`config.mk`:
```
export PLATFORM = sky130hd
export DESIGN_NAME = miss_log_recorder
export DESIGN_NICKNAME = d
export VERILOG_FILES = /design/src/rtl/mlr_pkg.sv /design/src/rtl/mlr_stage.sv /design/src/rtl/mlr_wr_port.sv /design/src/rtl/mlr_ptr_msg.sv /design/src/rtl/miss_log_recorder.sv
export SDC_FILE = /design/constraint.sdc
export NUM_CORES = 1
export LEC_CHECK = 0
export BUFFER_PORTS_ARGS = -buffer_cell sky130_fd_sc_hd__buf_2
export CORE_MARGIN = 1.5
export CORE_UTILIZATION = 30
export CTS_CLUSTER_DIAMETER = 30
export DETAILED_ROUTE_END_ITERATION = 10
export SLEW_MARGIN = 20
export SYNTH_ARGS = -nofsm -noshare
export SYNTH_HDL_FRONTEND = slang
export SYNTH_SLANG_ARGS = --single-unit
```
`constraint.sdc`:
```
create_clock -name clk_i -period 7.55 [get_ports clk_i]
set_input_delay 1.51 -clock clk_i [delete_from_list [all_inputs] [get_ports clk_i]]
set_output_delay 1.51 -clock clk_i [all_outputs]
set_load 0.005 [all_outputs]
```
`src/rtl/mlr_pkg.sv`:
```
package mlr_pkg;
  // a flush may have to wait for the write port
  typedef enum logic {FL_IDLE = 1'b0, FL_WAIT = 1'b1} flush_st_e;
endpackage

```
`src/rtl/mlr_stage.sv`:
```
module mlr_stage
  import mlr_pkg::*;
#(
  parameter int ADDR_W = 64,
  parameter int GROUP  = 8,
  parameter int DEPTH  = 64,
  localparam int GW    = $clog2(GROUP),
  localparam int IDX_W = $clog2(DEPTH),
  localparam int BLK_W = IDX_W - GW,
  localparam int CNT_W = GW + 1
) (
  input  logic                    clk_i,
  input  logic                    rst_ni,
  input  logic                    miss_valid_i,
  input  logic [ADDR_W-1:0]       miss_addr_i,
  input  logic                    flush_i,
  input  logic                    out_free_i,
  output logic                    miss_ready_o,
  output logic                    accept_o,
  output logic [IDX_W-1:0]        acc_idx_o,
  output logic                    grp_go_o,
  output logic [BLK_W-1:0]        grp_blk_o,
  output logic [CNT_W-1:0]        grp_cnt_o,
  output logic [GROUP*ADDR_W-1:0] grp_data_o
);
  logic [IDX_W-1:0]  ptr_q;
  logic [ADDR_W-1:0] slots_q [GROUP];
  flush_st_e         fl_q;

  logic [GW-1:0]    slot;
  logic [BLK_W-1:0] blk;
  logic flush_req, last, flush_go;

  assign slot      = ptr_q[GW-1:0];
  assign blk       = ptr_q[IDX_W-1:GW];
  assign flush_req = flush_i || (fl_q == FL_WAIT);
  assign last      = (slot == GW'(GROUP-1));

  assign miss_ready_o = !flush_req && (!last || out_free_i);
  assign accept_o     = miss_valid_i && miss_ready_o;
  assign acc_idx_o    = ptr_q;
  assign flush_go     = flush_req && (slot != '0) && out_free_i;
  assign grp_go_o     = (accept_o && last) || flush_go;
  assign grp_blk_o    = blk;
  assign grp_cnt_o    = flush_go ? CNT_W'(slot) : CNT_W'(GROUP);

  for (genvar k = 0; k < GROUP; k++) begin : g_pack
    assign grp_data_o[k*ADDR_W +: ADDR_W] =
      (accept_o && slot == GW'(k)) ? miss_addr_i :
      (GW'(k) < slot)              ? slots_q[k]  : '0;
  end

  always_ff @(posedge clk_i or negedge rst_ni) begin
    if (!rst_ni) begin
      ptr_q <= '0;
      fl_q  <= FL_IDLE;
    end else begin
      if (accept_o)      ptr_q <= ptr_q + 1'b1;
      else if (flush_go) ptr_q <= {blk + 1'b1, {GW{1'b0}}};
      fl_q <= (flush_req && slot != '0 && !out_free_i) ? FL_WAIT : FL_IDLE;
    end
  end

  always_ff @(posedge clk_i) begin
    if (accept_o) slots_q[slot] <= miss_addr_i;
  end

  // a completed group never finds the write register occupied
  p_no_overflow_r5: assert property (@(posedge clk_i) disable iff (!rst_ni)
    (accept_o && last) |-> out_free_i);

  // an empty flush leaves the slot counter where it was
  p_empty_flush_r8: assert property (@(posedge clk_i) disable iff (!rst_ni)
    (flush_i && slot == '0 && !miss_valid_i) |=> $stable(ptr_q));
endmodule

```
`src/rtl/mlr_wr_port.sv`:
```
module mlr_wr_port #(
  parameter int ADDR_W = 64,
  parameter int GROUP  = 8,
  parameter int BLK_W  = 3,
  parameter int CNT_W  = 4
) (
  input  logic                    clk_i,
  input  logic                    rst_ni,
  input  logic                    go_i,
  input  logic [BLK_W-1:0]        blk_i,
  input  logic [CNT_W-1:0]        cnt_i,
  input  logic [GROUP*ADDR_W-1:0] data_i,
  output logic                    out_free_o,
  output logic                    mem_wr_valid_o,
  input  logic                    mem_wr_ready_i,
  output logic [BLK_W-1:0]        mem_wr_idx_o,
  output logic [CNT_W-1:0]        mem_wr_count_o,
  output logic [GROUP*ADDR_W-1:0] mem_wr_data_o
);
  logic v_q;

  assign out_free_o     = !v_q || mem_wr_ready_i;
  assign mem_wr_valid_o = v_q;

  always_ff @(posedge clk_i or negedge rst_ni) begin
    if (!rst_ni) begin
      v_q            <= 1'b0;
      mem_wr_idx_o   <= '0;
      mem_wr_count_o <= '0;
      mem_wr_data_o  <= '0;
    end else if (go_i) begin
      v_q            <= 1'b1;
      mem_wr_idx_o   <= blk_i;
      mem_wr_count_o <= cnt_i;
      mem_wr_data_o  <= data_i;
    end else if (mem_wr_ready_i) begin
      v_q <= 1'b0;
    end
  end


  p_hold_r4: assert property (@(posedge clk_i) disable iff (!rst_ni)
    (mem_wr_valid_o && !mem_wr_ready_i) |=>
      (mem_wr_valid_o && $stable(mem_wr_data_o) && $stable(mem_wr_idx_o)
       && $stable(mem_wr_count_o)));

  // a write carries between one and GROUP addresses
  p_count_range_r7: assert property (@(posedge clk_i) disable iff (!rst_ni)
    mem_wr_valid_o |-> (mem_wr_count_o != '0 && mem_wr_count_o <= CNT_W'(GROUP)));
endmodule

```
`src/rtl/mlr_ptr_msg.sv`:
```
module mlr_ptr_msg #(
  parameter int IDX_W  = 6,
  parameter int NODE_W = 6,
  parameter logic [NODE_W-1:0] NODE_ID = '0
) (
  input  logic              clk_i,
  input  logic              rst_ni,
  input  logic              accept_i,
  input  logic [IDX_W-1:0]  idx_i,
  output logic              ptr_valid_o,
  output logic [NODE_W-1:0] ptr_node_o,
  output logic [IDX_W-1:0]  ptr_index_o
);
  assign ptr_node_o = NODE_ID;

  always_ff @(posedge clk_i or negedge rst_ni) begin
    if (!rst_ni) begin
      ptr_valid_o <= 1'b0;
      ptr_index_o <= '0;
    end else begin
      ptr_valid_o <= accept_i;
      if (accept_i) ptr_index_o <= idx_i;
    end
  end
endmodule

```
`src/rtl/miss_log_recorder.sv`:
```
module miss_log_recorder #(
  parameter int ADDR_W    = 64,
  parameter int BLK_BYTES = 64,
  parameter int DEPTH     = 64,
  parameter int NODE_W    = 6,
  parameter logic [NODE_W-1:0] NODE_ID = 6'd5,
  localparam int GROUP = BLK_BYTES * 8 / ADDR_W,
  localparam int GW    = $clog2(GROUP),
  localparam int IDX_W = $clog2(DEPTH),
  localparam int BLK_W = IDX_W - GW,
  localparam int CNT_W = GW + 1
) (
  input  logic                    clk_i,
  input  logic                    rst_ni,
  input  logic                    miss_valid_i,
  output logic                    miss_ready_o,
  input  logic [ADDR_W-1:0]       miss_addr_i,
  input  logic                    flush_i,
  output logic                    mem_wr_valid_o,
  input  logic                    mem_wr_ready_i,
  output logic [BLK_W-1:0]        mem_wr_idx_o,
  output logic [CNT_W-1:0]        mem_wr_count_o,
  output logic [GROUP*ADDR_W-1:0] mem_wr_data_o,
  output logic                    ptr_valid_o,
  output logic [NODE_W-1:0]       ptr_node_o,
  output logic [IDX_W-1:0]        ptr_index_o
);
  logic                    out_free, accept, grp_go;
  logic [IDX_W-1:0]        acc_idx;
  logic [BLK_W-1:0]        grp_blk;
  logic [CNT_W-1:0]        grp_cnt;
  logic [GROUP*ADDR_W-1:0] grp_data;

  mlr_stage #(.ADDR_W(ADDR_W), .GROUP(GROUP), .DEPTH(DEPTH)) u_stage (
    .clk_i, .rst_ni, .miss_valid_i, .miss_addr_i, .flush_i,
    .out_free_i(out_free), .miss_ready_o, .accept_o(accept),
    .acc_idx_o(acc_idx), .grp_go_o(grp_go), .grp_blk_o(grp_blk),
    .grp_cnt_o(grp_cnt), .grp_data_o(grp_data)
  );

  mlr_wr_port #(.ADDR_W(ADDR_W), .GROUP(GROUP), .BLK_W(BLK_W), .CNT_W(CNT_W)) u_wr (
    .clk_i, .rst_ni, .go_i(grp_go), .blk_i(grp_blk), .cnt_i(grp_cnt),
    .data_i(grp_data), .out_free_o(out_free), .mem_wr_valid_o,
    .mem_wr_ready_i, .mem_wr_idx_o, .mem_wr_count_o, .mem_wr_data_o
  );

  mlr_ptr_msg #(.IDX_W(IDX_W), .NODE_W(NODE_W), .NODE_ID(NODE_ID)) u_ptr (
    .clk_i, .rst_ni, .accept_i(accept), .idx_i(acc_idx),
    .ptr_valid_o, .ptr_node_o, .ptr_index_o
  );

  // the update for a group's last slot coincides with that group's write
  p_block_ptr_r3: assert property (@(posedge clk_i) disable iff (!rst_ni)
    (ptr_valid_o && ptr_index_o[GW-1:0] == GW'(GROUP-1)) |->
      (mem_wr_valid_o && mem_wr_idx_o == ptr_index_o[IDX_W-1:GW]));

  // back-to-back updates name consecutive slots, modulo depth
  p_ptr_order_r2: assert property (@(posedge clk_i) disable iff (!rst_ni)
    (ptr_valid_o && $past(ptr_valid_o)) |->
      (ptr_index_o == IDX_W'($past(ptr_index_o) + 1'b1)));


  p_flush_blocks_r9: assert property (@(posedge clk_i) disable iff (!rst_ni)
    flush_i |-> !miss_ready_o);
endmodule

```
# Word level (Yosys, flattened, before mapping)
# Memories as Yosys holds them, arrays and structs flattened. A register that Yosys moved wholly into a read port is not among the register bits.
# Cells that the tools add are included.
[word_totals]
ramBits = 512
out_inout_bits = 534
inputBits = 69
register_bits = 534
latchBits = 0
wordCells = 76
rom_bits = 0
memories = 1
[classes]
mux = 24
n_addsub = 2
shift = 0
eq_ne = 7
bitwise_logic = 0
mul = 0
magnitude_cmp = 8
n_div = 0
n_reduce_logical = 26
[memory_table]
columns = ["memory", "depth", "word_bits", "read_ports", "rd_clocked_by_memory_dff", "wr", "line_no", "source"]
rows = [
  ["u_stage.slots_q", 8, 64, 8, 1, 1, "mlr_stage.sv:27", "logic [ADDR_W-1:0] slots_q [GROUP];"],
]
[ops]
columns = ["op", "count"]
rows = [
  ["$mux W64", 16],
  ["$logic_and A1 B1 Y1", 13],
  ["$eq A3 B3 Y1 const B", 4],
  ["$lt A3 B3 Y1 const A", 4],
  ["$mux W6", 2],
  ["$add A6 B1 Y6 const B", 1],
  ["$eq A3 B2 Y1 const B", 2],
  ["$lt A1 B3 Y1 const A", 2],
  ["$lt A2 B3 Y1 const A", 2],
  ["$logic_not A1 Y1", 5],
  ["$mux W1", 5],
  ["$logic_or A1 B1 Y1", 4],
  ["$mux W4", 1],
  ["$reduce_bool A2 Y1", 2],
  ["$add A3 B1 Y3 const B", 1],
  ["$eq A3 B1 Y1 const B", 1],
  ["$logic_not A3 Y1", 1],
  ["$reduce_bool A3 Y1", 1],
]

# Logic depth before layout (Yosys ltp)
[depth]
word_depth = 8
mapped_depth = 11
mapped_depth_nobuf = 7

# Modules after synthesis
# Synthesis repeated with hierarchy kept, for this count alone.
[hier_totals]
cells_unflattened = 3139
hier_area_um2 = 40810.4
[modules_own_cells]
columns = ["module", "n_inst", "cells_per_inst", "area_each_um2", "seq_area_each_um2"]
rows = [
  ["mlr_stage", 1, 2018, 20977.6, 13628.1],
  ["mlr_wr_port", 1, 1099, 19503.7, 13012.5],
  ["mlr_ptr_msg", 1, 22, 329.1, 175.2],
]

# Least setup slack after synthesis
# OpenSTA, ideal clock, no wires.
[synth_path]
kind = "input-to-reg"
from = "in flush_i"
to = "mem u_stage.slots_q[2][0] (enable)"
arrival_time_ns = 8.133
cell_stages = 4
slack_ns = -1.227
setup_ns = 0.644
required_time_ns = 6.906
n_path_buf = 1
path_cell_list = "nor2_1 -> nand3_1 -> clkbuf_1 -> nor4_1"
[synth_via]
elab_chain_len = 6
[synth_rtl]
columns = ["item", "line_no", "source"]
rows = [
  ["start: declaration", "miss_log_recorder.sv:18", "input logic flush_i,"],
  ["$logic_or A1 B1 Y1", "mlr_stage.sv:36", "assign flush_req = flush_i || (fl_q == FL_WAIT);"],
  ["$logic_not A1 Y1", "mlr_stage.sv:39", "assign miss_ready_o = !flush_req && (!last || out_free_i);"],
  ["$logic_and A1 B1 Y1", "mlr_stage.sv:39", ""],
  ["$logic_and A1 B1 Y1", "mlr_stage.sv:40", "assign accept_o = miss_valid_i && miss_ready_o;"],
  ["$mux W1", "mlr_stage.sv:65", "if (accept_o) slots_q[slot] <= miss_addr_i;"],
  ["$mux W1 (not written as such)", "mlr_stage.sv:65", ""],
  ["end: declaration", "mlr_stage.sv:27", ""],
]
# Every way passes these cells.

# Final worst setup path
[layout_path]
from = "reg u_stage.ptr_q[0] (netlist: u_stage.acc_idx_o[0])"
to = "out miss_ready_o"
[layout_via]
elab_chain_len = 4
[layout_rtl]
columns = ["item", "line_no", "source"]
rows = [
  ["start: declaration", "mlr_stage.sv:26", "logic [IDX_W-1:0] ptr_q;"],
  ["start signal: assignment", "mlr_stage.sv:58", "if (accept_o) ptr_q <= ptr_q + 1'b1;"],
  ["start signal: assignment", "mlr_stage.sv:59", "else if (flush_go) ptr_q <= {blk + 1'b1, {GW{1'b0}}};"],
  ["$eq A3 B3 Y1", "mlr_stage.sv:37", "assign last = (slot == GW'(GROUP-1));"],
  ["$logic_not A1 Y1", "mlr_stage.sv:39", ""],
  ["$logic_or A1 B1 Y1", "mlr_stage.sv:39", ""],
  ["$logic_and A1 B1 Y1", "mlr_stage.sv:39", ""],
  ["end: declaration", "miss_log_recorder.sv:16", "output logic miss_ready_o,"],
]
# Every way passes these cells.

==> impl_metrics.json <==
{
  "status": "complete, no violations",
  "synth_flop_cell": "dfrtp_1",
  "min_to": "u_wr.mem_wr_data_o[38]",
  "start_util_pct": 30.2,
  "grt_pass1_vias": 27300,
  "worst_pin_slew_ps": 1300,
  "num-nets-final": 3491,
  "hold_viol": 0,
  "synth_mux_area_share_pct": 1.99,
  "synth_top_family_by_area": "compound AO/OA/AOI/OAI gates",
  "drt_iter0_markers": 2126,
  "crit_fanout": 11,
  "cts_tree": "yes",
  "rr_startpoint": "u_stage.acc_idx_o[0]",
  "gp_congestion": 0.753,
  "numClockSinks": 982,
  "r2r-end": "u_stage.slots_q[6][35]",
  "drc": 0,
  "layout_common_cells": "buf_2 (595), dfrtp_1 (533), edfxtp_1 (448)",
  "fillers": 12100,
  "ff_latch_area_um2": 26800,
  "synth-xor-area-share_pct": 0.0450,
  "synth_compound_area_share_pct": 15.4,
  "wl_um": 131000,
  "cts.repair.resized": 0,
  "die-height_um": 363,
  "grt_usage_pct": 19.3,
  "drv_slew": 0,
  "ys_warn_count": 0,
  "cts_root_buf": "clkbuf_16",
  "syn2layout_area_growth_pct": 32.4,
  "rsz0062_at_grt": "false",
  "grt_pass1_wl_um": 191000,
  "vias": 27900,
  "syn_area_um2": 39000,
  "die_w_um": 363,
  "period_needed_ps": 4250,
  "place_hpwl_um": 73400,
  "rows": 132,
  "skew_ps": 46.6,
  "power-per-cell-area_nw_per_um2": 494,
  "async_flop_share_pct": 54.4,
  "hold_start": "u_stage.slots_q[0][38]",
  "cts_buffers": 227,
  "die_area_um2": 132000,
  "synth-edff-count": 448,
  "clkTransAtPathRegs_ps": 50,
  "design_area_um2": 51600,
  "cp_data_required_time_ps": 6040,
  "synth_cells": 2822,
  "final_common_cell": "buf_2",
  "drtAntennaViolNets": 0,
  "setup_violations": 0,
  "port_buffers": 596,
  "viasPerCell": 5.21,
  "fin_crit_sh_pct": 56.2,
  "htreeDepth": 4,
  "leakage_uw": 0.0195,
  "ys_seq_area_share_pct": 68.8,
  "synth-seq-cells": 982,
  "r2r.worst_path.cells": 8,
  "hold_class": "reg2reg",
  "synth_adder_area_share_pct": 0.161,
  "synth-simple-area-share_pct": 9.81,
  "routedWlPerCell_um": 24.4,
  "ir_drop_mv": 0.300,
  "relSlewSlack_pct": 13.0,
  "cts_setup_buffers": 0,
  "dpl_cell_area_um2": 43300,
  "synth_area_leader_cell": "edfxtp_1",
  "fin_tns_setup_ps": 0,
  "grt_antenna_before_repair": 6,
  "crit_path_start_kind": "register",
  "fmax_mhz": 235,
  "reg2reg_slack_ps": 3330,
  "end_kind": "primary output",
  "drive_gt1_share_pct": 38.8,
  "fp.coreArea_um2": 129000,
  "critPathKind": "reg2out",
  "grt_max_degree": 193,
  "postSynthAreaPerCell_um2": 13.8,
  "clock_path_buffers": 3,
  "ctsHoldBuffers": 0,
  "total_power_uw": 25500,
  "synth_cell_types": 44,
  "cp.arrival_ps": 2740,
  "min_delay_path_depth": 1,
  "grt_overflow_total": 0,
  "num_antenna_cells": 0,
  "insertion_delay_ps": 820,
  "ioPinCount": 603,
  "yosys-top-cells-area": "edfxtp_1 (35%), dfrtp_1 (34%), a31oi_2 (5.5%)",
  "maxCapViolCount": 0,
  "synth_top_area_share_pct": 34.5,
  "firstDrtPassIters": 6,
  "multiInputGateArea_um2": 10800
}
==> worst max-delay path by stage <==
stage          cells after the start                      to                  from  slack, ps
2_1_floorplan                      4   u_stage.slots_q[4][0]               flush_i        480
3_3_place_gp                       6  u_wr.mem_wr_data_o[45]               flush_i       2440
3_5_place_dp                       6  u_wr.mem_wr_data_o[47]               flush_i       2390
4_1_cts                            5  u_wr.mem_wr_data_o[47]  u_stage.acc_idx_o[2]       3170
5_1_grt                            8  u_stage.slots_q[6][35]  u_stage.acc_idx_o[0]       3100
6_report                           5            miss_ready_o  u_stage.acc_idx_o[0]       3300
==> cell families (layout without fill, tap and decap cells) <==
family,count (synthesis),after routing
AND/OR/NAND/NOR,758,758
other,2,6
flip-flops,982,982
buffers and inverters,288,1082
XOR/XNOR,2,2
multiplexers,69,69
AO/OA/AOI/OAI,716,716
adder cells (fa/ha/maj),5,5
==> area by class of cell <==
type                    count  area share [%]
flip-flops and latches    982            52.0
multi-input cells        1556            21.0
clock buffers             281            12.0
repair buffers            646            6.85
well taps                1742            4.23
clock inverters           151            3.85
inverters                   4          0.0291
==> per-layer routing <==
metal	vias to the layer above	global-route usage [%]	part of all wire (%)
li1	12100	-	-
met1	14500	25.2	42
met2	1087	30.1	48
met3	217	5.84	7.9
met4	6	7.12	3.0
met5	-	0	0.026
==> power breakdown <==
group | switching [uW] | internal (uW) | total (uW)
registers | 795 | 7180 | 7980
clock network | 3280 | 6980 | 10300
logic | 4420 | 2830 | 7250
total | 8500 | 17000 | 25500
==> sequential cells by signal (all words and copies together), names as in the netlist <==
| register | flops |
|---|---|
| u_ptr.ptr_index_o | 6 |
| u_ptr.ptr_valid_o | 1 |
| u_stage.acc_idx_o | 6 |
| u_stage.fl_q | 1 |
| u_stage.slots_q | 448 |
| u_wr.mem_wr_count_o | 4 |
| u_wr.mem_wr_data_o | 512 |
| u_wr.mem_wr_idx_o | 3 |
| u_wr.mem_wr_valid_o | 1 |
==> through the flow <==
stage	cells	hold WS, ps	setup slack (ps)	utilization [%]
after floorplan	2826	454	477	-
after global placement	4927	456	2440	33.5
after detailed placement	4928	462	2390	33.6
after CTS	5360	454	3170	39.9
after global routing	5362	472	3100	39.9
final	5362	453	3300	39.9
==> synthesized netlist by cell type (22+ instances only) <==
| cell | instances |
|---|---|
| edfxtp_1 | 448 |
| a21oi_2 | 98 |
| a22oi_1 | 192 |
| a31oi_1 | 22 |
| o21ai_0 | 66 |
| buf_6 | 41 |
| nand3_1 | 194 |
| mux2_2 | 69 |
| a21oi_1 | 96 |
| nor3_1 | 390 |
| a22o_1 | 69 |
| buf_2 | 31 |
| a31oi_2 | 170 |
| clkbuf_1 | 203 |
| dfrtp_1 | 534 |
| nand4_1 | 64 |
| nand2_1 | 83 |
==> critical path, cell delays in order (launching register included) <==
cell and delay, ps:
dfrtp_1 560, ha_1 340, ha_1 220, and3b_1 280
nor3_1 310, buf_2 200
(Power assumes the default switching activity.)
